$ cat src/rtl/nor_sr_pkg.sv
package nor_sr_pkg;
  typedef enum logic [1:0] {OP_PROG = 2'd0, OP_ERASE = 2'd1, OP_SUSP = 2'd2, OP_RESUME = 2'd3} op_e;
  typedef enum logic [1:0] {DS_READ = 2'd0, DS_WRITE = 2'd1, DS_ERASE = 2'd2, DS_SUSP = 2'd3} dstate_e;

  localparam logic [7:0] CW_CFG_SETUP = 8'h60;
  localparam logic [7:0] CW_CONFIRM   = 8'hD0;
  localparam logic [7:0] CW_CLR_STAT  = 8'h50;
  localparam logic [7:0] CW_PROGRAM   = 8'h40;
  localparam logic [7:0] CW_ERASE     = 8'h20;
  localparam logic [7:0] CW_SUSPEND   = 8'hB0;
  localparam logic [7:0] CW_RD_STAT   = 8'h70;
  localparam logic [7:0] CW_RD_ARRAY  = 8'hFF;

  localparam int SB_READY   = 7;
  localparam int SB_SUSP    = 6;
  localparam int SB_ERFAIL  = 5;
  localparam int SB_PGFAIL  = 4;
  localparam int SB_VOLT    = 3;
  localparam int SB_LOCKED  = 1;

  localparam int SEQ_MAX   = 5;
  localparam int SEQ_IDX_W = $clog2(SEQ_MAX + 1);
endpackage

$ cat src/rtl/nor_sr_seq.sv
module nor_sr_seq
  import nor_sr_pkg::*;
#(
  parameter int DW = 16
) (
  input  op_e                  op,
  input  logic                 unl,
  input  logic [DW-1:0]        data,
  input  logic [SEQ_IDX_W-1:0] idx,
  output logic [DW-1:0]        word,
  output logic [SEQ_IDX_W-1:0] len
);
  function automatic logic [DW-1:0] cw(input logic [7:0] c);
    return {{(DW-8){1'b0}}, c};
  endfunction

  always_comb begin
    word = cw(CW_RD_STAT);
    len  = SEQ_IDX_W'(2);
    unique case (op)
      OP_PROG: begin
        if (unl) begin
          len = SEQ_IDX_W'(5);
          case (idx)
            SEQ_IDX_W'(0): word = cw(CW_CFG_SETUP);
            SEQ_IDX_W'(1): word = cw(CW_CONFIRM);
            SEQ_IDX_W'(2): word = cw(CW_CLR_STAT);
            SEQ_IDX_W'(3): word = cw(CW_PROGRAM);
            default:       word = data;
          endcase
        end else begin
          len  = SEQ_IDX_W'(2);
          word = (idx == '0) ? cw(CW_PROGRAM) : data;
        end
      end
      OP_ERASE: begin
        if (unl) begin
          len = SEQ_IDX_W'(5);
          case (idx)
            SEQ_IDX_W'(0): word = cw(CW_CFG_SETUP);
            SEQ_IDX_W'(1): word = cw(CW_CONFIRM);
            SEQ_IDX_W'(2): word = cw(CW_CLR_STAT);
            SEQ_IDX_W'(3): word = cw(CW_ERASE);
            default:       word = cw(CW_CONFIRM);
          endcase
        end else begin
          len = SEQ_IDX_W'(3);
          case (idx)
            SEQ_IDX_W'(0): word = cw(CW_CLR_STAT);
            SEQ_IDX_W'(1): word = cw(CW_ERASE);
            default:       word = cw(CW_CONFIRM);
          endcase
        end
      end
      OP_SUSP: begin
        len  = SEQ_IDX_W'(2);
        word = (idx == '0) ? cw(CW_SUSPEND) : cw(CW_RD_STAT);
      end
      default: begin
        len  = SEQ_IDX_W'(2);
        word = (idx == '0) ? cw(CW_CONFIRM) : cw(CW_RD_STAT);
      end
    endcase
  end
endmodule

$ cat src/rtl/nor_sr_status.sv
module nor_sr_status
  import nor_sr_pkg::*;
#(
  parameter int DW = 16
) (
  input  logic [DW-1:0] rdata,
  output logic          ready,
  output logic          suspended,
  output logic [3:0]    fail
);
  assign ready     = rdata[SB_READY];
  assign suspended = rdata[SB_SUSP];
  assign fail      = {rdata[SB_ERFAIL], rdata[SB_PGFAIL], rdata[SB_VOLT], rdata[SB_LOCKED]};
endmodule

$ cat src/rtl/nor_sr_engine.sv
module nor_sr_engine
  import nor_sr_pkg::*;
#(
  parameter int AW = 22,
  parameter int DW = 16
) (
  input  logic          clk,
  input  logic          rst,
  input  logic          cmd_go,
  input  logic [1:0]    cmd_op,
  input  logic [AW-1:0] cmd_addr,
  input  logic [DW-1:0] cmd_data,
  input  logic          unlock_en,
  output logic          busy,
  output logic          done,
  output logic [3:0]    err,
  output logic          erase_fin,
  output logic [1:0]    dev_state,
  output logic [AW-1:0] f_addr,
  output logic [DW-1:0] f_wdata,
  output logic          f_we,
  output logic          f_re,
  input  logic [DW-1:0] f_rdata
);
  localparam logic [DW-1:0] RD_ARRAY_W = {{(DW-8){1'b0}}, CW_RD_ARRAY};

  typedef enum logic [2:0] {E_IDLE, E_SEQ, E_RD, E_CHK, E_FIN} eng_e;

  eng_e                 st;
  op_e                  op_q;
  dstate_e              ds_q;
  logic                 unl_q;
  logic [DW-1:0]        data_q;
  logic [AW-1:0]        tgt_q, blk_q;
  logic [SEQ_IDX_W-1:0] idx_q, seq_len;
  logic [DW-1:0]        seq_word;
  logic                 s_ready, s_susp;
  logic [3:0]           s_fail;
  op_e                  req_op;
  logic                 accept, preempt;

  nor_sr_seq #(.DW(DW)) u_seq (
    .op(op_q), .unl(unl_q), .data(data_q), .idx(idx_q), .word(seq_word), .len(seq_len)
  );

  nor_sr_status #(.DW(DW)) u_stat (
    .rdata(f_rdata), .ready(s_ready), .suspended(s_susp), .fail(s_fail)
  );

  assign req_op  = op_e'(cmd_op);
  assign accept  = cmd_go && (st == E_IDLE) &&
                   ((((req_op == OP_PROG) || (req_op == OP_ERASE)) && (ds_q == DS_READ)) ||
                    ((req_op == OP_RESUME) && (ds_q == DS_SUSP)));
  assign preempt = cmd_go && (req_op == OP_SUSP) && (ds_q == DS_ERASE) &&
                   ((st == E_RD) || (st == E_CHK));
  assign dev_state = ds_q;

  always_ff @(posedge clk) begin
    if (rst) begin
      st        <= E_IDLE;
      op_q      <= OP_PROG;
      ds_q      <= DS_READ;
      unl_q     <= 1'b0;
      data_q    <= '0;
      tgt_q     <= '0;
      blk_q     <= '0;
      idx_q     <= '0;
      busy      <= 1'b0;
      done      <= 1'b0;
      err       <= '0;
      erase_fin <= 1'b0;
      f_addr    <= '0;
      f_wdata   <= '0;
      f_we      <= 1'b0;
      f_re      <= 1'b0;
    end else begin
      done <= 1'b0;
      if (accept) begin
        op_q      <= req_op;
        unl_q     <= unlock_en;
        data_q    <= cmd_data;
        idx_q     <= '0;
        busy      <= 1'b1;
        err       <= '0;
        erase_fin <= 1'b0;
        st        <= E_SEQ;
        if (req_op == OP_RESUME) begin
          tgt_q <= blk_q;
          ds_q  <= DS_ERASE;
        end else begin
          tgt_q <= cmd_addr;
          if (req_op == OP_ERASE) begin
            blk_q <= cmd_addr;
            ds_q  <= DS_ERASE;
          end else begin
            ds_q  <= DS_WRITE;
          end
        end
      end else if (preempt) begin
        op_q      <= OP_SUSP;
        idx_q     <= '0;
        tgt_q     <= blk_q;
        ds_q      <= DS_SUSP;
        err       <= '0;
        erase_fin <= 1'b0;
        f_re      <= 1'b0;
        st        <= E_SEQ;
      end else begin
        unique case (st)
          E_SEQ: begin
            if (idx_q < seq_len) begin
              f_we    <= 1'b1;
              f_wdata <= seq_word;
              f_addr  <= tgt_q;
              idx_q   <= idx_q + 1'b1;
            end else begin
              f_we <= 1'b0;
              f_re <= 1'b1;
              st   <= E_RD;
            end
          end
          E_RD: begin
            f_re <= 1'b0;
            st   <= E_CHK;
          end
          E_CHK: begin
            if (s_ready) begin
              err     <= s_fail;
              f_we    <= 1'b1;
              f_wdata <= RD_ARRAY_W;
              st      <= E_FIN;
              if (op_q == OP_SUSP) begin
                ds_q      <= s_susp ? DS_SUSP : DS_READ;
                erase_fin <= !s_susp;
              end else begin
                ds_q <= DS_READ;
              end
            end else begin
              f_re <= 1'b1;
              st   <= E_RD;
            end
          end
          E_FIN: begin
            f_we <= 1'b0;
            done <= 1'b1;
            busy <= 1'b0;
            st   <= E_IDLE;
          end
          default: st <= E_IDLE;
        endcase
      end
    end
  end
endmodule

$ cat config.mk
export PLATFORM = sky130hd
export DESIGN_NAME = nor_sr_engine
export DESIGN_NICKNAME = d
export VERILOG_FILES = /design/src/rtl/nor_sr_pkg.sv /design/src/rtl/nor_sr_seq.sv /design/src/rtl/nor_sr_status.sv /design/src/rtl/nor_sr_engine.sv
export SDC_FILE = /design/constraint.sdc
export NUM_CORES = 1
export LEC_CHECK = 0
export BUFFER_PORTS_ARGS = -buffer_cell sky130_fd_sc_hd__buf_2
export CAP_MARGIN = 30
export CORE_AREA = 2 2 152 154
export DETAILED_ROUTE_END_ITERATION = 10
export DIE_AREA = 0 0 154 156
export GPL_TIMING_DRIVEN = 1
export SYNTH_ARGS = -nofsm -noshare
export SYNTH_HDL_FRONTEND = slang
export SYNTH_SLANG_ARGS = --single-unit
$ cat constraint.sdc
create_clock -name clk -period 5.2 [get_ports clk]
set_clock_uncertainty 0.1 [all_clocks]
set_input_delay 0.26 -clock clk [delete_from_list [all_inputs] [get_ports clk]]
set_output_delay 0.26 -clock clk [all_outputs]
set_load 0.05 [all_outputs]
==> impl_metrics.ini, run 1 <==
[worst_setup_path]
cp_slowest_stage_delay_ns = 0.73
cp_max_fo = 15
crit_family = simple AND/OR/NAND/NOR gates
regToRegSetupSlack_ns = 2.14
cp_cell_sequence = nor2b_1, inv_1, ha_1, a21oi_1, a21o_1, and2_1, a311oi_1
cp_data_arrival_time_ns = 3.21
cp_data_required_time_ns = 5.35
ff2ff_path_depth = 7
crit_path_end_kind = flop
cp_slowest_cell = and2_1
setup.worst_path.start_class = flop
critical_path_buf_inv_count = 1
criticalPathCategory = reg -> reg
critical_path_depth = 7

[hold_path]
hp-class = in -> reg
hold_depth = 3

[sta]
rsz0062_at_grt = false
min_period_ns = 3.06
maxSlewViolCount = 0
relSlewSlack = 0.416
setup_viol_count_final = 0
tightestPinTransition_ns = 0.874
finalHoldViolCount = 0
max_freq_mhz = 327
timing.final.ws_setup_ns = 2.14
period_share = 0.588
finalSetupTns_ns = 0

[drt]
drt_iter0_drc = 235
drtPass1Iterations = 4
ant_nets = 0
route.detailed.drc = 0
num_vias = 4350
routed_wl_mm = 13.4
wire_per_inst_um = 13.4
vias_per_cell = 4.35

[synth]
yosysTopAreaCellShare = 0.464
yosysUniqueCellTypes = 47
yosys-top-cells-area = dfxtp_1 (46%), nand2_1 (8.2%), mux2i_1 (7.9%), nor2_1 (5.9%), a21oi_1 (4.8%)
yosysMostFrequentCell = dfxtp_1
syn_area_um2 = 5090
async_reset_ff_frac = 0
yosys.area.top_type = dfxtp_1
synth_commonest_cells = dfxtp_1 (118), nand2_1 (111), nor2_1 (80)
netlist_instances = 575
synth_seq_cells = 118
ys_warn_count = 0
syn-mean-instance-area_um2 = 8.85
synth_nets = 642
synth_ff_type = dfxtp_1
yosysSeqAreaShare = 0.464
synth-edff-count = 0

[power_and_ir_drop]
powerDensity_nw_per_um2 = 465
ir_worst_vdd_mv = 0.201
leakagePower_nw = 2.71

[cts]
insertion_delay_ns = 0.41
htreeDepth = 4
cts_num_sinks = 118
cts_buffers = 17
root_buffer = clkbuf_16
clockBufferDepth = 2
cts_tree = done
clk_pin_slew_ns = 0.06

[die]
rows = 55
start_util = 0.227
pin_count = 109
coreArea_um2 = 22400
die_h_um = 156
fp.dieW_um = 154
die_area_um2 = 24000

[place]
place_congestion = 0.785
place_inst = 921
pre_cts_slack_ns = 2.16
portBuffers = 98
dpl_cell_area_um2 = 5790
hpwl_mm = 8.81

[outcome]
status = finished, final reports clean

[cells_and_area]
nNetsFinal = 767
final_cell_area_um2 = 6830
drive_gt1_frac = 0.237
area_growth_pct = 34.3
fin_cells = 1000
finalCoreUtilization = 0.306

[global_route]
track_usage = 0.114
grt_antenna_before_repair = 3
grt_max_degree = 73
gr-total-overflow = 0
grt_first_pass_wirelength_mm = 21.4
first_global_vias = 4076

[run]
drv_cap = 0
## report_power, final
part / internal [mW] / total, mW / switching (mW) / leakage, nW
logic: 0.327 / 0.917 / 0.590 / 1.47
clock network: 0.713 / 1.13 / 0.421 / 0.275
registers: 1.03 / 1.13 / 0.0999 / 0.959
## cells in the final DEF (no fill, tap or decap), types with 7 or more instances in the layout
| master | Yosys | final |
|---|---|---|
| nor2_1 | 80 | 79 |
| dlygate4sd3_1 | 0 | 44 |
| dfxtp_1 | 118 | 118 |
| clkbuf_16 | 0 | 17 |
| inv_1 | 18 | 18 |
| a211oi_1 | 8 | 8 |
| nand2_1 | 111 | 110 |
| mux2i_1 | 40 | 40 |
| a21oi_1 | 49 | 49 |
| o32ai_2 | 9 | 9 |
| ha_1 | 7 | 7 |
| a311oi_1 | 16 | 16 |
| nand3_1 | 9 | 9 |
| buf_2 | 17 | 97 |
| a311oi_2 | 9 | 9 |
## layout make-up
class,count,area (um2)
multi-input cells,394,2440
clock buffers,19,443
clock inverters,13,133
fillers,2299,15500
flip-flops and latches,118,2360
well taps,285,357
diodes,2,5.00
repair buffers,150,1030
inverters,19,71.3
## flip-flops by register name (all words and copies together), names as in the netlist, 2 cells and up
signal     cells
blk_q         22
data_q        16
dev_state      2
err            4
f_addr        22
f_wdata       16
idx_q          3
op_q           2
st             3
tgt_q         22
## worst reg2reg max path: cells and delay by family, from the launching register on
kind | cells | cell delay [ns]
AND/OR/NAND/NOR | 2 | 1.03
AO/OA/AOI/OAI | 3 | 0.80
flip-flops | 1 | 0.59
adder cells (fa/ha/maj) | 1 | 0.30
buffers and inverters | 1 | 0.07
## layer usage
metal	track usage	vias to the layer above	wire (um)
met5	0	-	13
met4	0.0436	2	186
met3	0.0389	13	653
met2	0.182	83	6120
met1	0.143	2016	6460
li1	-	2236	-
## worst paths after layout
kind                              endpoint       start
worst max-delay path            f_wdata[6]       unl_q
worst min-delay path                err[3]  f_rdata[7]
worst max register to register  f_wdata[6]       unl_q
worst min register to register      err[1]      err[1]
## metrics by stage
| stage | total power, mW | hold WS [ns] |
|---|---|---|
| finish | 3.18 | 0.125 |
| global route | 3.37 | 0.113 |
| CTS | 3.22 | 0.0974 |
| detailed placement | 2.03 | 0.344 |
| global placement | 2.01 | 0.342 |
| floorplan | 1.85 | 0.256 |
## repair_timing
action                     4_1_cts  5_1_grt
setup buffers                    0        0
setup endpoints to repair        0        0
hold endpoints to repair        44        0
gates resized for setup          0        0
hold buffers                    44        0
## cells by family after synthesis
family / share of synthesized area
XOR/XNOR: 0.00172
multiplexers: 0.0787
flip-flops: 0.464
buffers and inverters: 0.0595
AO/OA/AOI/OAI: 0.179
adder cells (fa/ha/maj): 0.0172
AND/OR/NAND/NOR: 0.200
(Power assumes the default switching activity.)
==> inputs of run 2 (changes only) <==
==> constraint.sdc (replaced) <==
create_clock -name clk -period 2.64 [get_ports clk]
set_clock_uncertainty 0.1 [all_clocks]
set_input_delay 0.132 -clock clk [delete_from_list [all_inputs] [get_ports clk]]
set_output_delay 0.132 -clock clk [all_outputs]
set_load 0.05 [all_outputs]
==> run 2 against run 1 <==
Utilization rose by 0.60 points; highest routed layer is now met4; die area unchanged; routed wire length is 2.7% higher; cell area grew 2.0%; sequential share of layout area shrank 0.66 points; via count grew 1.8%; maximum frequency increased by 34%; largest cell class unchanged; clock power grew 110%; register-to-register slack lost 1.8 ns; critical endpoint is now f_wdata[4]; hold slack worse by 0.087 ns.
==> impl_metrics.ini, run 2 (synthesis gave the netlist of run 1 again) <==
[outcome]
status = finished, final reports clean

[sta]
max_freq_mhz = 438
rsz0062_at_grt = false
tightestPinTransition_ns = 0.851
maxSlewViolCount = 0
timing.final.ws_setup_ns = 0.359
min_period_ns = 2.28
finalSetupTns_ns = 0
relSlewSlack = 0.433
finalHoldViolCount = 0
period_share = 0.864
setup_viol_count_final = 0

[cts]
htreeDepth = 4
clockBufferDepth = 2
root_buffer = clkbuf_16
insertion_delay_ns = 0.41
cts_num_sinks = 118
cts_tree = done
ctsResizeCount = 0
cts_buffers = 17
clk_pin_slew_ns = 0.06
post_cts.repair.setup_buffers = 0
hold_buffers = 49

[die]
rows = 55
pin_count = 109
die_h_um = 156
start_util = 0.227
coreArea_um2 = 22400
die_area_um2 = 24000
fp.dieW_um = 154

[cells_and_area]
diodes = 0
finalCoreUtilization = 0.311
final_cell_mix = dfxtp_1 (118), nand2_1 (110), buf_2 (97)
drive_gt1_frac = 0.240
final_common_cell = dfxtp_1
multi_input_area_um2 = 2440
area_growth_pct = 37.0
fillerInstances = 2331
top_regs = blk_q: 22 flops, f_addr: 22 flops, tgt_q: 22 flops
seq_area_um2 = 2360
nNetsFinal = 781

[place]
pre_cts_slack_ns = 0.379
place_congestion = 0.772
portBuffers = 98
hpwl_mm = 9.12

[power_and_ir_drop]
p_total_mw = 6.42
ir_worst_vdd_mv = 0.389
leakagePower_nw = 2.77
powerDensity_nw_per_um2 = 921

[global_route]
track_usage = 0.120
grt_first_pass_wirelength_mm = 22.6
first_global_vias = 4396
grt_max_degree = 75
gr-total-overflow = 0
grt_antenna_before_repair = 0

[hold_path]
hp-class = in -> reg
min_from = rst

[drt]
vias_per_cell = 4.38
drtPass1Iterations = 4
num_vias = 4427
ant_nets = 0
routed_wl_mm = 13.8
route.detailed.drc = 0
drt_iter0_drc = 322
wire_per_inst_um = 13.7

[worst_setup_path]
criticalPathCategory = reg -> reg
setup.worst_path.start_class = flop
cp_data_required_time_ns = 2.81
crit_start = idx_q[0]
cp_max_fo = 6
cp_cell_sequence = inv_1, ha_1, nor3b_1, a31oi_1, o221a_2, a2111oi_0, a211oi_1
cp_data_arrival_time_ns = 2.45
cp_slowest_cell = a2111oi_0
crit_path_end_kind = flop
cp_slowest_stage_delay_ns = 0.56
r2r_start = idx_q[0]

[run]
drv_cap = 0
==> run 2: final cells by class <==
cell class,count,area share
flip-flops and latches,118,0.339
well taps,285,0.0512
multi-input cells,394,0.350
clock buffers,23,0.0672
inverters,19,0.0102
clock inverters,8,0.0178
repair buffers,164,0.165
==> run 2: path summary, 6_finish.rpt <==
check,cells after the start,to,slack [ns]
worst max-delay path,7,f_wdata[4],0.36
worst min-delay path,2,data_q[5],0.04
worst max register to register,7,f_wdata[4],0.36
worst min register to register,2,blk_q[13],0.35
==> run 2: where the power goes <==
group / total [mW] / switching (mW) / internal [mW]
clock network: 2.32 / 0.797 / 1.53
logic: 1.89 / 1.19 / 0.702
registers: 2.21 / 0.180 / 2.03
total: 6.42 / 2.16 / 4.25
==> run 2: metrics by stage <==
stage / instances / hold slack, ns / cell area [um2]
CTS: 1011 / 0.0133 / 6970
global route: 1011 / 0.0314 / 6970
finish: 1011 / 0.0386 / 6970
floorplan: 575 / 0.128 / 5090
detailed placement: 931 / 0.258 / 5880
global placement: 931 / 0.264 / 5880
==> run 2: critical path: cells and delay by family, from the launching register on <==
family                     cells  cell delay (ns)
buffers and inverters          1             0.10
DFF                            1             0.42
AOI/OAI and AO/OA              4             1.04
adders and majority gates      1             0.28
and+or+nand+nor                1             0.20
==> run 2: metal layers <==
layer | part of all wire | track usage | up-vias
met3 | 0.040 | 0.0311 | 14
met5 | 0 | 0 | -
li1 | - | - | 2255
met2 | 0.48 | 0.199 | 79
met1 | 0.47 | 0.149 | 2079
met4 | 0.014 | 0.0494 | 0
